<file path="src/rtl/icu_pkg.sv">
package icu_pkg;
  localparam int WORD_W  = 8;
  localparam int MASK_W  = 3;
  localparam int SRC_N   = 5;
  localparam int CODE_W  = $clog2(SRC_N);

  // field positions of the set-mask word
  localparam int F_SER_BIT = 7;
  localparam int F_SER_EN  = 6;
  localparam int F_HI_CLR  = 4;
  localparam int F_MASK_EN = 3;

  typedef enum logic [CODE_W-1:0] {
    SRC_TRAP = 3'd0,
    SRC_HI   = 3'd1,
    SRC_MID  = 3'd2,
    SRC_LO   = 3'd3,
    SRC_GEN  = 3'd4
  } src_e;

  // keep only the lowest set bit (index 0 is highest priority)
  function automatic logic [SRC_N-1:0] first_set(input logic [SRC_N-1:0] v);
    return v & (~v + 1'b1);
  endfunction

  function automatic logic [WORD_W-1:0] pack_status(
    input logic              sin,
    input logic [MASK_W-1:0] pend,
    input logic              en,
    input logic [MASK_W-1:0] msk);
    return {sin, pend, en, msk};
  endfunction
endpackage

</file>
<file path="src/rtl/icu_cfg_regs.sv">
module icu_cfg_regs
  import icu_pkg::*;
(
  input  logic              clk,
  input  logic              rst_n,
  input  logic              wr_en,
  input  logic              ser_bit,
  input  logic              ser_en,
  input  logic              mask_en,
  input  logic [MASK_W-1:0] mask_val,
  input  logic              ei,
  input  logic              di,
  input  logic              ack,
  output logic              ie,
  output logic [MASK_W-1:0] mask,
  output logic              ser_q
);
  logic ie_set, ie_clr;
  assign ie_clr = di | ack;
  assign ie_set = ei & ~ie_clr;

  always_ff @(posedge clk) begin
    if (!rst_n) begin
      ie    <= 1'b0;
      mask  <= '1;
      ser_q <= 1'b0;
    end else begin
      if (ie_clr)      ie <= 1'b0;
      else if (ie_set) ie <= 1'b1;
      if (wr_en && mask_en) mask  <= mask_val;
      if (wr_en && ser_en)  ser_q <= ser_bit;
    end
  end
endmodule

</file>
<file path="src/rtl/icu_edge_req.sv">
module icu_edge_req (
  input  logic clk,
  input  logic rst_n,
  input  logic line_in,
  input  logic clr,
  output logic pend,
  output logic rise
);
  logic line_q;
  assign rise = line_in & ~line_q;

  always_ff @(posedge clk) begin
    if (!rst_n) begin
      line_q <= 1'b0;
      pend   <= 1'b0;
    end else begin
      line_q <= line_in;
      if (clr)       pend <= 1'b0;
      else if (rise) pend <= 1'b1;
    end
  end
endmodule

</file>
<file path="src/rtl/icu_arbiter.sv">
module icu_arbiter
  import icu_pkg::*;
(
  input  logic [SRC_N-1:0]  req,
  output logic [SRC_N-1:0]  grant,
  output logic              valid,
  output logic [CODE_W-1:0] code
);
  assign grant = first_set(req);
  assign valid = |req;

  logic [CODE_W-1:0] enc [SRC_N];
  for (genvar i = 0; i < SRC_N; i++) begin : g_enc
    if (i == 0) begin : g_first
      assign enc[i] = '0;
    end else begin : g_rest
      assign enc[i] = enc[i-1] | (grant[i] ? CODE_W'(i) : '0);
    end
  end
  assign code = enc[SRC_N-1];
endmodule

</file>
<file path="src/rtl/icu_ctrl.sv">
module icu_ctrl
  import icu_pkg::*;
(
  input  logic              clk,
  input  logic              rst_n,
  input  logic              sim_we,
  input  logic [WORD_W-1:0] sim_data,
  output logic [WORD_W-1:0] rim_data,
  input  logic              ei_stb,
  input  logic              di_stb,
  input  logic              intr_ack,
  input  logic              halt_req,
  output logic              halted,
  input  logic              trap_in,
  input  logic              hi_in,
  input  logic              mid_in,
  input  logic              lo_in,
  input  logic              gen_in,
  output logic              irq_valid,
  output logic [CODE_W-1:0] irq_code,
  input  logic              ser_in,
  output logic              ser_out
);
  logic              ie;
  logic [MASK_W-1:0] mask;
  logic              hi_pend, hi_rise, hi_clr;
  logic [SRC_N-1:0]  req_vec, grant_vec;

  icu_cfg_regs u_cfg (
    .clk(clk), .rst_n(rst_n), .wr_en(sim_we),
    .ser_bit(sim_data[F_SER_BIT]), .ser_en(sim_data[F_SER_EN]),
    .mask_en(sim_data[F_MASK_EN]), .mask_val(sim_data[MASK_W-1:0]),
    .ei(ei_stb), .di(di_stb), .ack(intr_ack),
    .ie(ie), .mask(mask), .ser_q(ser_out)
  );

  assign hi_clr = (sim_we & sim_data[F_HI_CLR]) |
                  (intr_ack & irq_valid & (irq_code == SRC_HI));

  icu_edge_req u_hi (
    .clk(clk), .rst_n(rst_n), .line_in(hi_in), .clr(hi_clr),
    .pend(hi_pend), .rise(hi_rise)
  );

  // mask[2]=high, mask[1]=middle, mask[0]=low
  assign req_vec[SRC_TRAP] = trap_in;
  assign req_vec[SRC_HI]   = ie & ~mask[2] & hi_pend;
  assign req_vec[SRC_MID]  = ie & ~mask[1] & mid_in;
  assign req_vec[SRC_LO]   = ie & ~mask[0] & lo_in;
  assign req_vec[SRC_GEN]  = ie & gen_in;

  icu_arbiter u_arb (
    .req(req_vec), .grant(grant_vec), .valid(irq_valid), .code(irq_code)
  );

  always_ff @(posedge clk) begin
    if (!rst_n)         halted <= 1'b0;
    else if (irq_valid) halted <= 1'b0;
    else if (halt_req)  halted <= 1'b1;
  end

  assign rim_data = pack_status(ser_in, {hi_pend, mid_in, lo_in}, ie, mask);
endmodule

</file>
<file path="config.mk">
export PLATFORM = sky130hd
export DESIGN_NAME = icu_ctrl
export DESIGN_NICKNAME = d
export VERILOG_FILES = /design/src/rtl/icu_pkg.sv /design/src/rtl/icu_cfg_regs.sv /design/src/rtl/icu_edge_req.sv /design/src/rtl/icu_arbiter.sv /design/src/rtl/icu_ctrl.sv
export SDC_FILE = /design/constraint.sdc
export NUM_CORES = 1
export LEC_CHECK = 0
export CORE_AREA = 4 4 41 43
export CTS_CLUSTER_DIAMETER = 120
export DETAILED_ROUTE_END_ITERATION = 6
export DIE_AREA = 0 0 45 47
export DONT_BUFFER_PORTS = 1
export PLACE_DENSITY_LB_ADDON = 0.12
export SLEW_MARGIN = 30
export SYNTH_ARGS = -nofsm -noshare
export SYNTH_HDL_FRONTEND = slang
export SYNTH_SLANG_ARGS = --single-unit
</file>
<file path="constraint.sdc">
create_clock -name clk -period 1.15 [get_ports clk]
set_input_delay 0.0575 -clock clk [delete_from_list [all_inputs] [get_ports clk]]
set_output_delay 0.0575 -clock clk [all_outputs]
set_load 0.02 [all_outputs]
</file>
Yosys cells after proc, flatten, opt, wreduce, memory -nomap -nowiden
Cells that the tools add are included.

Add/sub/neg operators: 1. Equality and inequality tests: 1. Mux-type cells: 4. Bitwise logic cells: 25. Reduce and logical (&&, ||, !) cells: 6.

Operators with widths (number): AND 1 bit (12); OR 3 bit (3); NOT 1 bit (6); OR reduction 6 bit (1); adder 5 x 1 -> 5 bit (second input constant) (1); AND 5 bit (1); NOT 5 bit (1); OR reduction 5 bit (1); two-way mux 2 bit (2); OR reduction 2 bit (2); equality test 3 x 1 -> 1 bit (second input constant) (1); two-way mux 3 bit (1); logical AND 1 bit (2); OR 1 bit (2); two-way mux 1 bit (1).

Bits in registers: 8.

Logic depth before layout (Yosys ltp)
Gate-level depths: netlist (run 1).

Depth after elaboration: 14. Gate-level depth with buffers: 3.

Hierarchy
Synthesis (run 1) repeated with hierarchy kept, for this count alone.

Cells, all modules: 56. Area, all modules: 471.7 µm².

By module, submodules not included: icu_cfg_regs (instances 1, cells an instance 21, area each 197.7 µm², sequential area each 100.1 µm²); icu_ctrl (instances 1, cells an instance 16, area each 117.6 µm², sequential area each 20.0 µm²); icu_arbiter (instances 1, cells an instance 13, area each 81.3 µm², sequential area each 0.0 µm²); icu_edge_req (instances 1, cells an instance 6, area each 75.1 µm², sequential area each 40.0 µm²).

Worst setup path before layout (run 1)
OpenSTA, ideal clock, no wires.

Path type: reg2out. Start point: register u_cfg.mask[2]. End point: output port irq_code[1]. Arrival time: 1191 ps. Data required time: 1092 ps. Slack: -99 ps. Cell stages (with the launch flop): 3. Cells stage by stage: dfxtp_1 and2b_1 nor3_1.

Word-level cells in the longest chain between the ends: 10. Elaborated cells on any way between the ends: 11.

Ends and longest elaborated chain: from (decl) (RTL line icu_cfg_regs.sv:15) `output logic [MASK_W-1:0] mask,`; from (signal assigned) (RTL line icu_cfg_regs.sv:30) `if (wr_en && mask_en) mask <= mask_val;`; NOT 1 bit (*) (RTL line icu_ctrl.sv:47) `assign req_vec[SRC_HI] = ie & ~mask[2] & hi_pend;`; AND 1 bit (*) (2 in series) (RTL line icu_ctrl.sv:47); NOT 5 bit (*) (RTL line icu_pkg.sv:23) `return v & (~v + 1'b1);`; adder 5 x 1 -> 5 bit (*) (RTL line icu_pkg.sv:23); AND 5 bit (*) (RTL line icu_pkg.sv:23); two-way mux 2 bit (RTL line icu_arbiter.sv:17) `assign enc[i] = enc[i-1] | (grant[i] ? CODE_W'(i) : '0);`; OR 3 bit (RTL line icu_arbiter.sv:17); OR 3 bit (*) (2 in series) (RTL line icu_arbiter.sv:17); to (decl) (RTL line icu_ctrl.sv:20) `output logic [CODE_W-1:0] irq_code,`.

Every way passes the cells marked *; elsewhere a longest branch is shown, timed or not.

Worst setup path after layout (run 1)
Start point: register u_cfg.mask[2]. End point: output port irq_valid.

Word-level cells in the longest chain between the ends: 4.

Ends and longest elaborated chain: NOT 1 bit (RTL line icu_ctrl.sv:47); AND 1 bit (2 in series) (RTL line icu_ctrl.sv:47); OR reduction 5 bit (RTL line icu_arbiter.sv:10) `assign valid = |req;`; to (decl) (RTL line icu_ctrl.sv:19) `output logic irq_valid,`.

No other way between the ends.

==> results.json, run 1 <==
{
  "routabilityCongestion": 0.729,
  "min-delay-start": "sim_we",
  "fin_crit_ns": 1.23,
  "synth_cell_types": 19,
  "p_sw_uw": 162,
  "grt_pass1_vias": 421,
  "start_util_pct": 31.0,
  "cp_max_fo": 5,
  "worst-path-buf-inv": 0,
  "reg2reg_slack_ns": 0.12,
  "crit_path_end_kind": "output pin",
  "wl_per_cell_um": 13.1,
  "synth_seq_area_share_pct": 39.8,
  "cp_slowest_cell": "dfxtp_2",
  "swShare_pct": 24.9,
  "cts-root-buf": "clkbuf_4",
  "pwr-share-comb_pct": 21.1,
  "core-area_mm2": 0.00130,
  "synth_area_per_cell_um2": 8.22,
  "slowest_delay_ns": 0.31,
  "dr.pass1.iters": 4,
  "vdd_ir_drop_max_v": 0.000484,
  "r2r_start": "u_cfg.mask[2]",
  "cp-start-kind": "register",
  "grtUsageTotal_pct": 11.1,
  "place_ws_ns": 0.0781,
  "clock_latency_ns": 0.24,
  "rsz0062_at_grt": "true",
  "pwr-share-seq_pct": 47.4,
  "cts.clk_slew.worst_paths_ns": 0.05,
  "drt-vias-per-instance": 5.06,
  "fin_nets": 91,
  "slew_headroom_pct": 81.4,
  "clock_path_buffers": 2,
  "fillers": 126,
  "die_area_mm2": 0.00212,
  "antenna_found_initial": 0,
  "p_int_uw": 487,
  "rows": 13,
  "layout.cells.most_common": "dlygate4sd3_1",
  "syn_nets": 70,
  "synth-compound-area-share_pct": 14.0,
  "hold_viol": 0,
  "syn_to_final_growth_pct": 62.7,
  "critical_path.cell_chain": "and2b_4, o41ai_4, nand2_2",
  "setup_violations": 3,
  "startpoint": "u_cfg.mask[2]",
  "synth-seq-cells": 8,
  "vias": 420,
  "cts_sinks": 8,
  "drc": 0,
  "violations": "setup timing",
  "fmax_ghz": 0.815,
  "final_util_pct": 50.4,
  "grt_pass1_wl_mm": 1.72,
  "muxShareOfSynthArea_pct": 0,
  "die_x_um": 45,
  "cellLeakagePower_uw": 0.000277,
  "grt_start_max_net_pins": 9,
  "required_ns": 1.09,
  "ios": 35,
  "yosys_warnings": 0,
  "cts_tree": "yes",
  "die_h_um": 47,
  "fin_ws_ns": -0.0766,
  "wl_mm": 1.09,
  "cp.arrival_ns": 1.17,
  "timing.final.crit_share_pct": 107,
  "synth_xor_area_share_pct": 0,
  "synthSimpleGateAreaFrac_pct": 36.0,
  "worstMarginPinSlew_ns": 0.277,
  "hp-class": "in2reg",
  "mostFrequentLayoutCells": "dlygate4sd3_1 (13), nand2_1 (7), nand3_1 (7), buf_4 (7), dfxtp_1 (6)",
  "postSynthCellCount": 49,
  "grt_remaining_overflow": 0,
  "final.setup.tns_ns": -0.192,
  "path_class": "reg2out",
  "power.total_uw": 649,
  "final_max_slew_viol_count": 0,
  "drt-initial-drc-count": 10,
  "htree_num_levels": 1,
  "status": "complete, but fails checks",
  "cap_violations": 0,
  "cts_made_buffers": 3,
  "ant_nets": 0,
  "yosys.area_share.adder_pct": 0,
  "synth_area_um2": 403,
  "fin_skew_ns": 0.000862,
  "drive_gt1_share_pct": 35.3,
  "p_clk_share_pct": 31.5,
  "p_per_area_mw_per_mm2": 990,
  "synth_top_family_by_area": "simple AND/OR/NAND/NOR gates",
  "num_antenna_cells": 0,
  "portBuffers": 0,
  "path_delay_family": "simple AND/OR/NAND/NOR gates"
}
-- per-stage QoR --
step | cell area (µm²) | instances | hold slack (ns)
3_3_place_gp | 450 | 67 | 0.115
5_1_grt | 656 | 83 | 0.0265
4_1_cts | 624 | 83 | 0.00513
6_report | 656 | 83 | 0.0172
2_1_floorplan | 409 | 49 | 0.129
3_5_place_dp | 450 | 67 | 0.115
-- metal layers --
| layer | vias to the layer above | routed length (µm) | global-route usage, % |
|---|---|---|---|
| li1 | 205 | - | - |
| met1 | 185 | 376 | 11.5 |
| met2 | 26 | 524 | 19.2 |
| met3 | 4 | 161 | 4.98 |
| met4 | 0 | 25 | 5.26 |
| met5 | - | 0 | 0 |
-- worst register-to-register path: stages, from the launching register on --
cell and delay (ns):
dfxtp_2 0.31, and2b_4 0.21, o41ai_4 0.24, o2111a_1 0.21
-- sequential cells by signal (all words and copies together), names as in the netlist --
signal,cells
u_cfg.mask,3
halted,1
u_cfg.ie,1
u_cfg.ser_q,1
u_hi.line_q,1
u_hi.pend,1
-- final cells by class --
class	instances	area (µm²)	share of cell area [%]
timing repair buffer	21	194	29.6
tap	15	18.8	2.86
inverter	1	3.75	0.573
clock buffer	3	22.5	3.44
multi-input combinational	35	254	38.7
sequential	8	163	24.8
-- power groups by stage --
stage                     logic, µW  registers, µW  clock network (µW)
after floorplan                65.4            321                   0
after global placement         80.7            311                   0
after detailed placement       82.4            311                   0
after CTS                       129            307                 216
after global routing            150            309                 227
final                           137            307                 205
-- cells in the mapped netlist --
library cell | n | area share [%]
dfxtp_1 | 8 | 40
nand2_1 | 8 | 7.5
nand3_1 | 7 | 8.7
buf_4 | 5 | 9.3
nor2_1 | 4 | 3.7
nor2b_1 | 3 | 4.7
nand2b_1 | 2 | 3.1
a21boi_0 | 1 | 1.9
a21oi_1 | 1 | 1.2
a41oi_1 | 1 | 2.2
and2_1 | 1 | 1.6
and2b_1 | 1 | 1.9
and3_1 | 1 | 1.6
inv_1 | 1 | 0.93
nor3_1 | 1 | 1.2
nor4b_1 | 1 | 2.2
o2111a_1 | 1 | 2.8
o211ai_1 | 1 | 1.9
o41ai_2 | 1 | 4.0
-- logic make-up (layout without fill, tap and decap cells) --
kind of cell | Yosys count | count (layout)
flip-flops | 8 | 8
AO/OA/AOI/OAI | 6 | 6
buffers and inverters | 6 | 25
AND/OR/NAND/NOR | 29 | 29
-- final timing paths --
check,endpoint,cells after the start
max,irq_valid,3
min,u_cfg.ser_q,3
max reg2reg,halted,3
min reg2reg,u_cfg.ser_q,2
-- timing repair --
| item | CTS | global route |
|---|---|---|
| gates resized for setup | 7 | 8 |
| endpoints found under the hold margin | 8 | 0 |
| setup endpoints to repair | 4 | 5 |
| pin swaps | 0 | 3 |
| hold buffers | 13 | 0 |
| setup buffers | 0 | 0 |
(Power assumes the default switching activity.)
==> inputs of run 2 (changes only) <==
--- a/config.mk
+++ b/config.mk
@@ -5,6 +5,7 @@
 export SDC_FILE = /design/constraint.sdc
 export NUM_CORES = 1
 export LEC_CHECK = 0
+export ABC_AREA = 1
 export CORE_AREA = 4 4 41 43
 export CTS_CLUSTER_DIAMETER = 120
 export DETAILED_ROUTE_END_ITERATION = 6
==> run 2 against run 1 <==
  * The flow still finishes with violations (setup timing)
  * Final area up 1.7%
  * Largest cell class is now buffers
  * Via count up 6.7%
  * Setup slack better by 0.060 ns
  * Largest power group unchanged
==> results.json, run 2 <==
{
  "yosys-top-cells-count": "nand2_1 (13), dfxtp_1 (8), inv_1 (7), nor2_1 (7)",
  "wl_mm": 1.11,
  "synth-compound-area-share_pct": 13.7,
  "ios": 35,
  "cts.clk_slew.worst_paths_ns": 0.05,
  "drt-vias-per-instance": 4.72,
  "hp-class": "in2reg",
  "fin_area_um2": 667,
  "dp_cells": 76,
  "drt-initial-drc-count": 2,
  "cp-start-kind": "register",
  "vias": 448,
  "routabilityCongestion": 0.702,
  "yosys.area.top_type": "dfxtp_1",
  "synth_edf_count": 0,
  "mostFrequentLayoutCells": "dlygate4sd3_1 (15), nand2_1 (11), buf_4 (9)",
  "dpl_cell_area_um2": 452,
  "syn_to_final_growth_pct": 62.5,
  "fin_nets": 103,
  "muxShareOfSynthArea_pct": 0,
  "cellLeakagePower_uw": 0.000313,
  "synth_top_area_share_pct": 39.0,
  "top_register": "u_cfg.mask",
  "portBuffers": 0,
  "crit_path_end_kind": "output pin",
  "rsz0062_at_grt": "true",
  "cts_made_buffers": 3,
  "synth_area_um2": 410,
  "fin_ws_ns": -0.0164,
  "final_cell_count_no_fill": 95,
  "cts_sinks": 8,
  "place_ws_ns": 0.0821,
  "slew_headroom_pct": 83.0,
  "clock_latency_ns": 0.25,
  "ys.flop_type": "dfxtp_1",
  "async_flop_share_pct": 0,
  "yosys.area_share.adder_pct": 0,
  "start_util_pct": 31.5,
  "die_h_um": 47,
  "largest_reg_flops": 3,
  "setup_violations": 2,
  "synth_seq_area_share_pct": 39.0,
  "synth_cell_types": 14,
  "required_ns": 1.09,
  "final.setup.tns_ns": -0.0227,
  "fin_skew_ns": 0.00144,
  "grt_remaining_overflow": 0,
  "cap_violations": 0,
  "clock_path_buffers": 2,
  "dr.pass1.iters": 2,
  "dp_hpwl_um": 763,
  "worstMarginPinSlew_ns": 0.255,
  "synth_area_per_cell_um2": 7.08,
  "hold_viol": 0,
  "htree_num_levels": 1,
  "synthSimpleGateAreaFrac_pct": 30.8,
  "grt_pass1_wl_mm": 1.81,
  "status": "complete, but fails checks",
  "postSynthCellCount": 58,
  "wl_per_cell_um": 11.7,
  "final_util_pct": 51.2,
  "fillers": 148,
  "syn_nets": 79,
  "grt_pass1_vias": 463,
  "vdd_ir_drop_max_v": 0.000490,
  "cts-root-buf": "clkbuf_4",
  "antenna_found_initial": 0,
  "rows": 13,
  "grtUsageTotal_pct": 12.5,
  "path_class": "reg2out",
  "fin_crit_ns": 1.17,
  "cp_max_fo": 6,
  "synth_xor_area_share_pct": 0,
  "grt_start_max_net_pins": 7,
  "drive_gt1_share_pct": 31.3,
  "core-area_mm2": 0.00130,
  "ant_nets": 0,
  "drc": 0,
  "cp.arrival_ns": 1.11,
  "die_area_mm2": 0.00212,
  "cts_tree": "yes",
  "final_max_slew_viol_count": 0,
  "yosys_warnings": 0,
  "synth_top_family_by_area": "simple AND/OR/NAND/NOR gates",
  "die_x_um": 45,
  "ys_top_cells_by_area": "dfxtp_1 (39%), nand2_1 (12%), buf_4 (9.1%)",
  "layout.cells.most_common": "dlygate4sd3_1",
  "fmax_ghz": 0.857,
  "synth_most_common_cell": "nand2_1",
  "num_antenna_cells": 0,
  "violations": "setup timing",
  "timing.final.crit_share_pct": 101,
  "p_per_area_mw_per_mm2": 966,
  "synth-seq-cells": 8
}
run 2: cell types whose count changed in the layout (fill, tap and decap cells not counted), moves of 3 or more:
cell,change
nand3_1,-5
nand2_1,+4
a21oi_1,+3
inv_1,+5
nor2_1,+4
run 2: layout make-up:
type                            instances  area, µm²  area share [%]
Timing Repair Buffer                   24        218            32.6
Multi-Input combinational cell         37        213            31.9
Sequential cell                         8        165            24.8
Inverter                                8       30.0            4.50
Clock buffer                            3       22.5            3.38
Tap cell                               15       18.8            2.81
run 2: layer usage:
| layer | track usage [%] | up-vias | wire length (µm) |
|---|---|---|---|
| met1 | 13.5 | 194 | 441 |
| met5 | 0 | - | 0 |
| met2 | 20.3 | 23 | 514 |
| li1 | - | 229 | - |
| met4 | 10.5 | 0 | 9 |
| met3 | 3.45 | 2 | 146 |
run 2: power by group:
group,switching (µW),internal (µW)
registers,14.6,292
clock network,91.3,119
logic,60.7,66.0
total,167,477
run 2: worst paths after layout:
path / end / from / cells past startpoint / slack, ns
setup / recovery: irq_code[2] / u_cfg.ie / 4 / -0.02
hold / removal: halted / halt_req / 2 / 0.01
setup reg to reg: halted / u_cfg.ie / 4 / 0.31
hold reg to reg: u_cfg.mask[0] / u_cfg.mask[0] / 2 / 0.53
run 2: worst max-delay path: stages (launching register included):
cell	delay [ns]
dfxtp_4	0.37
nand3_2	0.11
nand2_2	0.08
nor3_2	0.14
buf_4	0.16
run 2: what timing repair did:
action	4_1_cts	5_1_grt
setup buffers	0	1
endpoints found under the setup margin	4	5
pin swaps	0	2
gates resized for setup	11	1
endpoints found under the hold margin	8	1
hold buffers	14	2
run 2: logic make-up after synthesis:
logic type             after synthesis
AND/OR/NAND/NOR                     28
buffers and inverters               13
AO/OA/AOI/OAI                        9
flip-flops                           8
run 2: per-stage QoR:
stage / power [µW] / hold slack, ns
after detailed placement: 389 / 0.115
after global routing: 690 / 0.0175
after global placement: 389 / 0.115
after floorplan: 384 / 0.136
after CTS: 653 / 0.00847
final: 644 / 0.0125
==> inputs of run 3 (changes only) <==
--- a/config.mk
+++ b/config.mk
@@ -6,10 +6,10 @@
 export NUM_CORES = 1
 export LEC_CHECK = 0
 export ABC_AREA = 1
-export CORE_AREA = 4 4 41 43
+export CORE_AREA = 2 2 39 41
 export CTS_CLUSTER_DIAMETER = 120
 export DETAILED_ROUTE_END_ITERATION = 6
-export DIE_AREA = 0 0 45 47
+export DIE_AREA = 0 0 41 43
 export DONT_BUFFER_PORTS = 1
 export PLACE_DENSITY_LB_ADDON = 0.12
 export SLEW_MARGIN = 30
==> run 3 against run 2 <==
  * The flow still finishes with violations (setup timing)
  * Utilization decreased by 2.8 points
  * Largest cell class unchanged
  * Largest power group unchanged
  * Die area decreased by 17%
  * Highest routed layer unchanged
  * Register-to-register slack got worse by 0.05 ns
  * First-iteration DRC count decreased by 50%
  * Count of clock-buffer cells in the layout unchanged
  * Worst hold slack got worse by 0.0045 ns
  * Non-clock buffer count unchanged
==> results.json, run 3 (synthesized netlist as in run 2, its figures left out) <==
{
  "r2r_start": "u_cfg.ie",
  "dr.pass1.iters": 2,
  "num_antenna_cells": 0,
  "fin_crit_ns": 1.15,
  "drc": 0,
  "die_x_um": 41,
  "status": "complete, but fails checks",
  "reg2reg_slack_ns": 0.26,
  "vdd_ir_drop_max_v": 0.000514,
  "worstMarginPinSlew_ns": 0.233,
  "cts_sinks": 8,
  "fin_ws_ns": -0.00195,
  "portBuffers": 0,
  "p_per_area_mw_per_mm2": 959,
  "cts.clk_slew.worst_paths_ns": 0.05,
  "cts_made_buffers": 3,
  "crit_path_end_kind": "output pin",
  "antenna_found_initial": 0,
  "critical_path.cell_chain": "nand3_2, nand2_2, nor3_2, buf_4",
  "rr_endpoint": "halted",
  "drive_gt1_share_pct": 33.8,
  "min_to": "halted",
  "setup_violations": 1,
  "ios": 35,
  "cts-root-buf": "clkbuf_4",
  "grt_start_max_net_pins": 7,
  "fin_nets": 103,
  "slowest_delay_ns": 0.37,
  "mostFrequentLayoutCells": "dlygate4sd3_1 (15), nand2_1 (10), buf_4 (9), nor2_1 (6), dfxtp_1 (6)",
  "clock_latency_ns": 0.25,
  "cap_violations": 0,
  "rsz0062_at_grt": "true",
  "required_ns": 1.09,
  "hp-class": "in2reg",
  "worstHoldPathCells": 2,
  "grt_pass1_vias": 402,
  "swShare_pct": 25.8,
  "pwr-share-seq_pct": 47.6,
  "cp_max_fo": 6,
  "largest_reg_flops": 3,
  "drt-vias-per-instance": 4.67,
  "grt_remaining_overflow": 0,
  "p_clk_share_pct": 32.6,
  "dp_hpwl_um": 727,
  "wl_per_cell_um": 11.0,
  "ant_nets": 0,
  "layout.cells.most_common": "dlygate4sd3_1",
  "top_register": "u_cfg.mask",
  "rows": 14,
  "dpl_cell_area_um2": 453,
  "min-delay-start": "halt_req",
  "path_class": "reg2out",
  "cp.arrival_ns": 1.09,
  "final_max_slew_viol_count": 0,
  "fmax_ghz": 0.868,
  "fin_skew_ns": 0.00433,
  "htree_num_levels": 1,
  "routabilityCongestion": 0.620,
  "start_util_pct": 29.7,
  "die_h_um": 43,
  "final.setup.tns_ns": -0.00195,
  "vias": 448,
  "p_sw_uw": 166,
  "cp-start-kind": "register",
  "grt_pass1_wl_mm": 1.54,
  "cts_tree": "yes",
  "clock_path_buffers": 2,
  "violations": "setup timing",
  "timing.final.crit_share_pct": 100,
  "reg2reg_depth": 4,
  "pwr-share-comb_pct": 19.8,
  "cellLeakagePower_uw": 0.000310,
  "p_int_uw": 477,
  "slew_headroom_pct": 84.4,
  "die_area_mm2": 0.00176,
  "hold_viol": 0,
  "syn_to_final_growth_pct": 63.4,
  "wl_mm": 1.06,
  "fin_area_um2": 671,
  "drt-initial-drc-count": 1,
  "cp_slowest_cell": "dfxtp_4",
  "grtUsageTotal_pct": 13.1,
  "core-area_mm2": 0.00138
}
run 3: cell counts in the layout (fill, tap and decap cells not counted):
No cell type changed its count.
run 3: how the worst max path moves through the flow:
stage                     cells after the start  slack, ns           from     endpoint
final                                         4     -0.002       u_cfg.ie  irq_code[2]
after global routing                          4      -0.09       u_cfg.ie  irq_code[2]
after CTS                                     4      -0.02       u_cfg.ie  irq_code[2]
after detailed placement                      5       0.07       u_cfg.ie  irq_code[0]
after global placement                        5        0.1       u_cfg.ie  irq_code[0]
after floorplan                               4       0.03  u_cfg.mask[2]  irq_code[1]
run 3: routing by layer:
layer / track usage [%] / vias to the layer above / wire length [µm]
met3: 1.57 / 2 / 90
li1: - / 230 / -
met2: 20.3 / 21 / 529
met1: 15.9 / 195 / 427
met4: 8.67 / 0 / 12
met5: 0 / - / 0
run 3: stage by stage:
stage	cells	utilization (%)	power, µW	setup slack (ns)	hold slack [ns]
5_1_grt	96	48.5	685	-0.0874	0.00864
3_5_place_dp	77	32.7	389	0.0711	0.115
4_1_cts	94	46.7	649	-0.0245	0.00972
3_3_place_gp	77	32.7	388	0.0952	0.115
6_report	96	48.5	643	-0.00195	0.00797
2_1_floorplan	58	-	384	0.0286	0.136
run 3: power by group through the flow:
stage	Sequential (µW)	Combinational, µW	Clock [µW]
after detailed placement	311	77.4	0
after global routing	308	140	237
after floorplan	319	64.4	0
after CTS	306	124	219
after global placement	311	76.6	0
final	306	128	210
run 3: layout make-up:
| type | instances | area, µm² |
|---|---|---|
| clock buffer | 3 | 22.5 |
| fill | 151 | 713 |
| inverter | 8 | 30.0 |
| multi-input combinational | 37 | 215 |
| sequential | 8 | 165 |
| tap | 16 | 20.0 |
| timing repair buffer | 24 | 218 |
run 3: worst max-delay path: cells and delay by family (launching register included):
kind / cells / cell delay (ns)
buf+inv: 1 / 0.16
simple gates: 3 / 0.32
flops: 1 / 0.37
run 3: repair_timing:
action,in CTS,in global routing
setup endpoints to repair,4,5
pin swaps,0,3
buffers inserted,0,1
hold buffers,14,2
resized for setup,10,4
hold endpoints to repair,8,1
